$ cat config.mk
export PLATFORM = sky130hd
export DESIGN_NAME = route_intc_top
export DESIGN_NICKNAME = d
export VERILOG_FILES = /design/src/rtl/route_intc_pkg.sv /design/src/rtl/route_intc_sync.sv /design/src/rtl/route_intc_ctrl.sv /design/src/rtl/route_intc_bank.sv /design/src/rtl/route_intc_top.sv
export SDC_FILE = /design/constraint.sdc
export NUM_CORES = 2
export LEC_CHECK = 0
export ABC_AREA = 1
export ABC_CLOCK_PERIOD_IN_PS = 4150
export BUFFER_PORTS_ARGS = -buffer_cell sky130_fd_sc_hd__buf_2
export CORE_MARGIN = 2
export CORE_UTILIZATION = 43
export DETAILED_ROUTE_END_ITERATION = 6
export PLACE_DENSITY = 0.61
export SLEW_MARGIN = 20
export SYNTH_ARGS = -nofsm -noshare
export SYNTH_HDL_FRONTEND = slang
export SYNTH_SLANG_ARGS = --single-unit
export TNS_END_PERCENT = 20
$ cat constraint.sdc
create_clock -name clk -period 4.15 [get_ports clk]
set_input_delay 0.6225 -clock clk [delete_from_list [all_inputs] [get_ports clk]]
set_output_delay 0.6225 -clock clk [all_outputs]
set_load 0.01 [all_outputs]
$ cat src/rtl/route_intc_pkg.sv
package route_intc_pkg;

  localparam int REG_W    = 32;
  localparam int CODE_W   = 4;
  localparam int PER_WORD = REG_W / CODE_W;
  localparam int WIN_LOG2 = 5;

  localparam int WORD_MASK   = 0;
  localparam int WORD_LEVEL  = 1;
  localparam int WORD_ROUTE0 = 2;

  typedef struct packed {
    logic             wrMask;
    logic             wrRoute;
    logic             rdMask;
    logic             rdLevel;
    logic             rdRoute;
    logic [7:0]       bank;
    logic [7:0]       routeIdx;
    logic [REG_W-1:0] data;
  } regStrobe_t;

endpackage

$ cat src/rtl/route_intc_sync.sv
module route_intc_sync #(
  parameter int WIDTH  = 32,
  parameter int STAGES = 2
) (
  input  logic             clk,
  input  logic             rst_n,
  input  logic [WIDTH-1:0] asyncIn,
  output logic [WIDTH-1:0] syncOut
);

  logic [STAGES-1:0][WIDTH-1:0] stageQ;

  generate
    for (genvar s = 0; s < STAGES; s++) begin : gStage
      if (s == 0) begin : gFirst
        always_ff @(posedge clk) begin
          if (!rst_n) stageQ[s] <= '0;
          else        stageQ[s] <= asyncIn;
        end
      end else begin : gNext
        always_ff @(posedge clk) begin
          if (!rst_n) stageQ[s] <= '0;
          else        stageQ[s] <= stageQ[s-1];
        end
      end
    end
  endgenerate

  assign syncOut = stageQ[STAGES-1];

endmodule

$ cat src/rtl/route_intc_ctrl.sv
module route_intc_ctrl
  import route_intc_pkg::*;
#(
  parameter int NUM_IN    = 32,
  parameter int NUM_CORES = 2,
  parameter int ADDR_W    = 8
) (
  input  logic              clk,
  input  logic              rst_n,
  input  logic              busWrEn,
  input  logic              busRdEn,
  input  logic [ADDR_W-1:0] busAddr,
  input  logic [REG_W-1:0]  busWrData,
  output regStrobe_t        stb,
  output logic              rdHit
);

  localparam int NUM_ROUTE = NUM_IN / PER_WORD;
  localparam int BANK_W    = ADDR_W - WIN_LOG2;

  logic [BANK_W-1:0] bankIdx;
  logic [2:0]        wordIdx;
  logic              aligned;
  logic              bankOk;
  logic              isMask;
  logic              isLevel;
  logic              isRoute;

  assign bankIdx = busAddr[ADDR_W-1:WIN_LOG2];
  assign wordIdx = busAddr[WIN_LOG2-1:2];
  assign aligned = (busAddr[1:0] == 2'b00);
  assign bankOk  = (int'(bankIdx) < NUM_CORES);

  always_comb begin
    isMask  = aligned && bankOk && (int'(wordIdx) == WORD_MASK);
    isLevel = aligned && bankOk && (int'(wordIdx) == WORD_LEVEL);
    isRoute = aligned && bankOk && (int'(wordIdx) >= WORD_ROUTE0)
              && (int'(wordIdx) < WORD_ROUTE0 + NUM_ROUTE);
  end

  always_comb begin
    stb          = '0;
    stb.wrMask   = busWrEn && isMask;
    stb.wrRoute  = busWrEn && isRoute;
    stb.rdMask   = busRdEn && isMask;
    stb.rdLevel  = busRdEn && isLevel;
    stb.rdRoute  = busRdEn && isRoute;
    stb.bank     = {{(8-BANK_W){1'b0}}, bankIdx};
    stb.routeIdx = {5'd0, wordIdx} - 8'(WORD_ROUTE0);
    stb.data     = busWrData;
  end

  assign rdHit = stb.rdMask || stb.rdLevel || stb.rdRoute;

  AST_ONE_WRITE: assert property (@(posedge clk) disable iff (!rst_n)
    $onehot0({stb.wrMask, stb.wrRoute, stb.rdMask, stb.rdLevel, stb.rdRoute})) else $error("strobe overlap");

  AST_NO_STROBE_IDLE: assert property (@(posedge clk) disable iff (!rst_n)
    (!busWrEn && !busRdEn) |-> !(stb.wrMask || stb.wrRoute || rdHit)) else $error("strobe without access");

endmodule

$ cat src/rtl/route_intc_bank.sv
module route_intc_bank
  import route_intc_pkg::*;
#(
  parameter int IDX     = 0,
  parameter int NUM_IN  = 32,
  parameter int NUM_OUT = 15
) (
  input  logic               clk,
  input  logic               rst_n,
  input  regStrobe_t         stb,
  input  logic [NUM_IN-1:0]  level,
  output logic [REG_W-1:0]   rdWord,
  output logic [NUM_OUT-1:0] lineOut
);

  localparam int NUM_ROUTE = NUM_IN / PER_WORD;

  logic [NUM_IN-1:0]              maskQ;
  logic [NUM_IN-1:0][CODE_W-1:0]  routeQ;
  logic [NUM_OUT-1:0]             lineD;
  logic [NUM_OUT-1:0]             lineQ;
  logic                           mine;

  function automatic int wordOf(int n);
    return NUM_ROUTE - 1 - (n / PER_WORD);
  endfunction

  assign mine = (stb.bank == 8'(IDX));

  always_ff @(posedge clk) begin
    if (!rst_n) begin
      maskQ <= '0;
    end else if (stb.wrMask && mine) begin
      maskQ <= stb.data[NUM_IN-1:0];
    end
  end

  always_ff @(posedge clk) begin
    if (!rst_n) begin
      routeQ <= '0;
    end else if (stb.wrRoute && mine) begin
      for (int i = 0; i < NUM_IN; i++) begin
        if (stb.routeIdx == 8'(wordOf(i)))
          routeQ[i] <= stb.data[CODE_W*(i%PER_WORD) +: CODE_W];
      end
    end
  end

  always_comb begin
    lineD = '0;
    for (int i = 0; i < NUM_IN; i++) begin
      for (int o = 0; o < NUM_OUT; o++) begin
        if (maskQ[i] && level[i] && (routeQ[i] == CODE_W'(o + 1)))
          lineD[o] = 1'b1;
      end
    end
  end

  always_ff @(posedge clk) begin
    if (!rst_n) lineQ <= '0;
    else        lineQ <= lineD;
  end

  assign lineOut = lineQ;

  always_comb begin
    rdWord = '0;
    if (mine && stb.rdMask) begin
      rdWord[NUM_IN-1:0] = maskQ;
    end else if (mine && stb.rdRoute) begin
      for (int i = 0; i < NUM_IN; i++) begin
        if (stb.routeIdx == 8'(wordOf(i)))
          rdWord[CODE_W*(i%PER_WORD) +: CODE_W] = routeQ[i];
      end
    end
  end

  AST_MASK_HOLD: assert property (@(posedge clk) disable iff (!rst_n)
    !(stb.wrMask && mine) |=> $stable(maskQ)) else $error("mask changed without write");

  AST_ROUTE_HOLD: assert property (@(posedge clk) disable iff (!rst_n)
    !(stb.wrRoute && mine) |=> $stable(routeQ)) else $error("route changed without write");

  AST_MASKED_QUIET: assert property (@(posedge clk) disable iff (!rst_n)
    (maskQ == '0) |=> (lineQ == '0)) else $error("line high with empty mask");

  AST_UNROUTED_QUIET: assert property (@(posedge clk) disable iff (!rst_n)
    (routeQ == '0) |=> (lineQ == '0)) else $error("line high with no route");

endmodule

$ cat src/rtl/route_intc_top.sv
module route_intc_top
  import route_intc_pkg::*;
#(
  parameter int NUM_IN      = 32,
  parameter int NUM_OUT     = 15,
  parameter int NUM_CORES   = 2,
  parameter int ADDR_W      = 8,
  parameter int SYNC_STAGES = 2
) (
  input  logic                         clk,
  input  logic                         rst_n,
  input  logic [NUM_IN-1:0]            irqIn,
  input  logic                         busWrEn,
  input  logic                         busRdEn,
  input  logic [ADDR_W-1:0]            busAddr,
  input  logic [REG_W-1:0]             busWrData,
  output logic [REG_W-1:0]             busRdData,
  output logic [NUM_CORES*NUM_OUT-1:0] irqOut
);

  localparam int MAX_OUT = (1 << CODE_W) - 1;

  initial begin
    if (NUM_OUT > MAX_OUT || NUM_IN % PER_WORD != 0 || NUM_IN > REG_W
        || ADDR_W <= WIN_LOG2 || ADDR_W > WIN_LOG2 + 8)
      $error("route_intc_top: unsupported parameters");
  end

  regStrobe_t              stb;
  logic                    rdHit;
  logic [NUM_IN-1:0]       level;
  logic [NUM_CORES-1:0][REG_W-1:0] bankRd;

  route_intc_sync #(.WIDTH(NUM_IN), .STAGES(SYNC_STAGES)) uSync (
    .clk(clk), .rst_n(rst_n), .asyncIn(irqIn), .syncOut(level)
  );

  route_intc_ctrl #(.NUM_IN(NUM_IN), .NUM_CORES(NUM_CORES), .ADDR_W(ADDR_W)) uCtrl (
    .clk(clk), .rst_n(rst_n), .busWrEn(busWrEn), .busRdEn(busRdEn),
    .busAddr(busAddr), .busWrData(busWrData), .stb(stb), .rdHit(rdHit)
  );

  generate
    for (genvar b = 0; b < NUM_CORES; b++) begin : gBank
      route_intc_bank #(.IDX(b), .NUM_IN(NUM_IN), .NUM_OUT(NUM_OUT)) uBank (
        .clk(clk), .rst_n(rst_n), .stb(stb), .level(level),
        .rdWord(bankRd[b]), .lineOut(irqOut[b*NUM_OUT +: NUM_OUT])
      );
    end
  endgenerate

  always_comb begin
    busRdData = '0;
    if (stb.rdLevel) busRdData[NUM_IN-1:0] = level;
    for (int b = 0; b < NUM_CORES; b++) busRdData = busRdData | bankRd[b];
  end

  AST_UNMAPPED_ZERO: assert property (@(posedge clk) disable iff (!rst_n)
    (busRdEn && !rdHit) |-> (busRdData == '0)) else $error("unmapped read nonzero");

endmodule

==> flow_summary_export.csv <==
group,metric,value,unit
synthesis,syn_nets,5554,
pwr,vdd.ir_drop.worst,325,µV
run_status,status,"finished clean",
synthesis,synth_area,29000,µm²
floorplan,std_cell_rows,95,
critical_path,worstPathMaxFanout,18,
final_layout,final_common_cell,"nand2_1",
place,gp_congestion,1.02,
global_route,grt_pass1_wl,207000,µm
routing,final_antenna_net_count,0,
global_route,use_met2,0.610,
critical_path,path_cells,"buf_2 > inv_1 > ha_1 > nand2_1 > nor2_4 > inv_1 > o21ai_0 > nor2_1 > nor2_1 > nand2_1 > nand3_1 > buf_2",
critical_path,cp.required,3.53,ns
synthesis,ys_types,21,
final_layout,final_area,32300,µm²
critical_path,crit_path_top_delay_cell,"inv_1",
synthesis,syn_area_per_cell,5.31,µm²
sta,period_minus_slack,3.53,ns
routing,wirelength,143000,µm
floorplan,fp.coreArea,67000,µm²
floorplan,dieArea,69600,µm²
sta,rsz0062_at_grt,"false",
critical_path,rr_startpoint,"uSync.syncOut[6]",
global_route,use_met1,0.534,
place,place_area,30500,µm²
sta,tns,0,ns
critical_path,critical_path_class,"primary input to primary output",
job,maxCapViolations,0,
critical_path,r2r_cells,8,
global_route,use_met3,0.0932,
place,io_buffers,137,
routing,drt-initial-drc-count,4151,
sta,relSlewSlack,0.432,
cts,cts_tree,"built",
critical_path,arrival,2.90,ns
global_route,gr-total-overflow,0,
critical_path,crit_start,"busAddr[3]",
routing,drcViolationCount,0,
routing,route.vias.total,35000,
global_route,grtUsageTotal,0.398,
sta,max_freq,284,MHz
routing,drt_pass1_iterations,6,
critical_path,rrSetupSlack,1.56,ns
routing,viasPerCell,5.47,
critical_path,max_stage_delay,0.55,ns
synthesis,yosysWarnings,0,
floorplan,die_y,264,µm
sta,min_period_over_period,0.850,
sta,finalSetupViolCount,0,
pwr,power-per-cell-area,285,nW/µm²
global_route,antenna_found_initial,8,
global_route,grt_pass1_vias,31800,
floorplan,die_width,264,µm
place,hpwl,113000,µm
global_route,top_usage_layer,"met2",
global_route,grt_max_degree,137,
cts,clock_latency,0.64,ns
cts,clkTransAtPathRegs,0.06,ns
cts,cts-hold-fix-buffers,0,
final_layout,layout_common_cells,"nand2_1, nor2_1, nand3_1",
min_path,hold_path_class,"primary input to flop",
cts,cts_max_level,2,
cts,post_cts_buffers,0,
pwr,cellLeakagePower,18.3,nW
sta,finClkSkew,0.0519,ns
final_layout,area_growth,11.1,%
sta,finalMaxSlewViolations,0,
critical_path,critPathCapture,"busRdData[28]",
floorplan,initial_utilization,0.433,
floorplan,ios,138,
synthesis,ys_seq_area_frac,0.285,
synthesis,ys_ff_latch,414,
final_layout,fill_cells,7584,
sta,tightest_slew,0.845,ns
cts,cts_buffers,51,
critical_path,cp-end-kind,"primary output",
final_layout,drive_above_1_share,0.0520,
cts,cts_resized,0,
final_layout,fin_nets,5561,
critical_path,rr_endpoint,"gBank[1].uBank.lineOut[7]",
critical_path,worst_setup_path_start_kind,"primary input",
cts,clockBufferDepth,3,
sta,hold_violations,0,
cts,cts_sinks,414,
synthesis,synthCells,5475,
cts,cts_root_buf,"clkbuf_16",
routing,wire_per_inst,22.4,µm
==> cell families (layout without fill, tap and decap cells) <==
kind of cell / count (synthesis) / count (layout) / share of synthesized area
and+or+nand+nor: 3990 / 3990 / 0.556
adders and majority gates: 3 / 3 / 0.00129
other: 0 / 2 / 0
buffers and inverters: 794 / 839 / 0.103
AOI/OAI and AO/OA: 274 / 274 / 0.0539
DFF: 414 / 414 / 0.285
==> cells in the mapped netlist (all sizes together) <==
cell / n / area (µm²)
a21oi: 126 / 631
buf: 63 / 248
clkbuf: 161 / 604
clkinv: 6 / 22.5
dfxtp: 414 / 8290
ha: 3 / 37.5
inv: 564 / 2120
nand2: 1846 / 6930
nand3: 760 / 3800
nand4: 31 / 244
nor2: 1296 / 4870
nor3: 57 / 308
o2111ai: 46 / 403
o21ai: 84 / 420
o22ai: 18 / 113
==> worst min path at each step <==
stage                         start               end  slack (ns)  depth (start not counted)
CTS                        irqIn[2]   uSync.stageQ[2]        0.14                          3
finish                     irqIn[2]   uSync.stageQ[2]        0.16                          3
global route               irqIn[2]   uSync.stageQ[2]        0.16                          3
detailed placement  uSync.stageQ[9]  uSync.syncOut[9]        0.39                          2
global placement    uSync.stageQ[0]  uSync.syncOut[0]        0.40                          2
floorplan           uSync.stageQ[0]  uSync.syncOut[0]        0.39                          2
==> critical path: cells and delay by family <==
family / cells / cell delay (ns)
simple gates: 6 / 0.77
compound gates: 1 / 0.17
buf+inv: 4 / 0.99
fa+ha+maj: 1 / 0.35
==> metrics by stage <==
| step | util | std cells | worst slack, ns | power (mW) | hold slack [ns] |
|---|---|---|---|---|---|
| 6_report | 0.481 | 6395 | 0.623 | 9.21 | 0.164 |
| 5_1_grt | 0.481 | 6393 | 0.510 | 9.39 | 0.163 |
| 4_1_cts | 0.481 | 6392 | 0.734 | 9.22 | 0.135 |
| 3_5_place_dp | 0.455 | 6301 | 0.713 | 4.52 | 0.395 |
| 3_3_place_gp | 0.455 | 6301 | 0.779 | 4.52 | 0.397 |
| 2_1_floorplan | - | 5475 | 1.28 | 4.32 | 0.390 |
==> area by class of cell <==
cell class	instances	area (µm²)	area share
Timing Repair Buffer	178	1090	0.0338
Clock inverter	21	274	0.00849
Clock buffer	70	1490	0.0461
Multi-Input combinational cell	4267	17900	0.554
Inverter	570	2140	0.0663
Tap cell	873	1090	0.0339
Sequential cell	414	8290	0.257
Antenna cell	2	5.00	0.000155
==> layer usage <==
layer | vias to the layer above | part of all wire
li1 | 17000 | -
met1 | 16000 | 0.42
met2 | 1676 | 0.43
met3 | 301 | 0.10
met4 | 6 | 0.046
met5 | - | 0.00030
==> sequential cells by signal, summed over array words and instances (netlist names) <==
register,count
gBank.uBank.routeQ,256
gBank.uBank.maskQ,64
uSync.stageQ,32
uSync.syncOut,32
gBank.uBank.lineOut,30
==> power by group <==
group / switching [mW] / total (mW) / internal, mW
Sequential: 0.0220 / 4.03 / 4.00
Clock: 1.99 / 4.75 / 2.77
Combinational: 0.336 / 0.425 / 0.0885
Total: 2.35 / 9.21 / 6.86
Power figures use the tool's default switching activity.
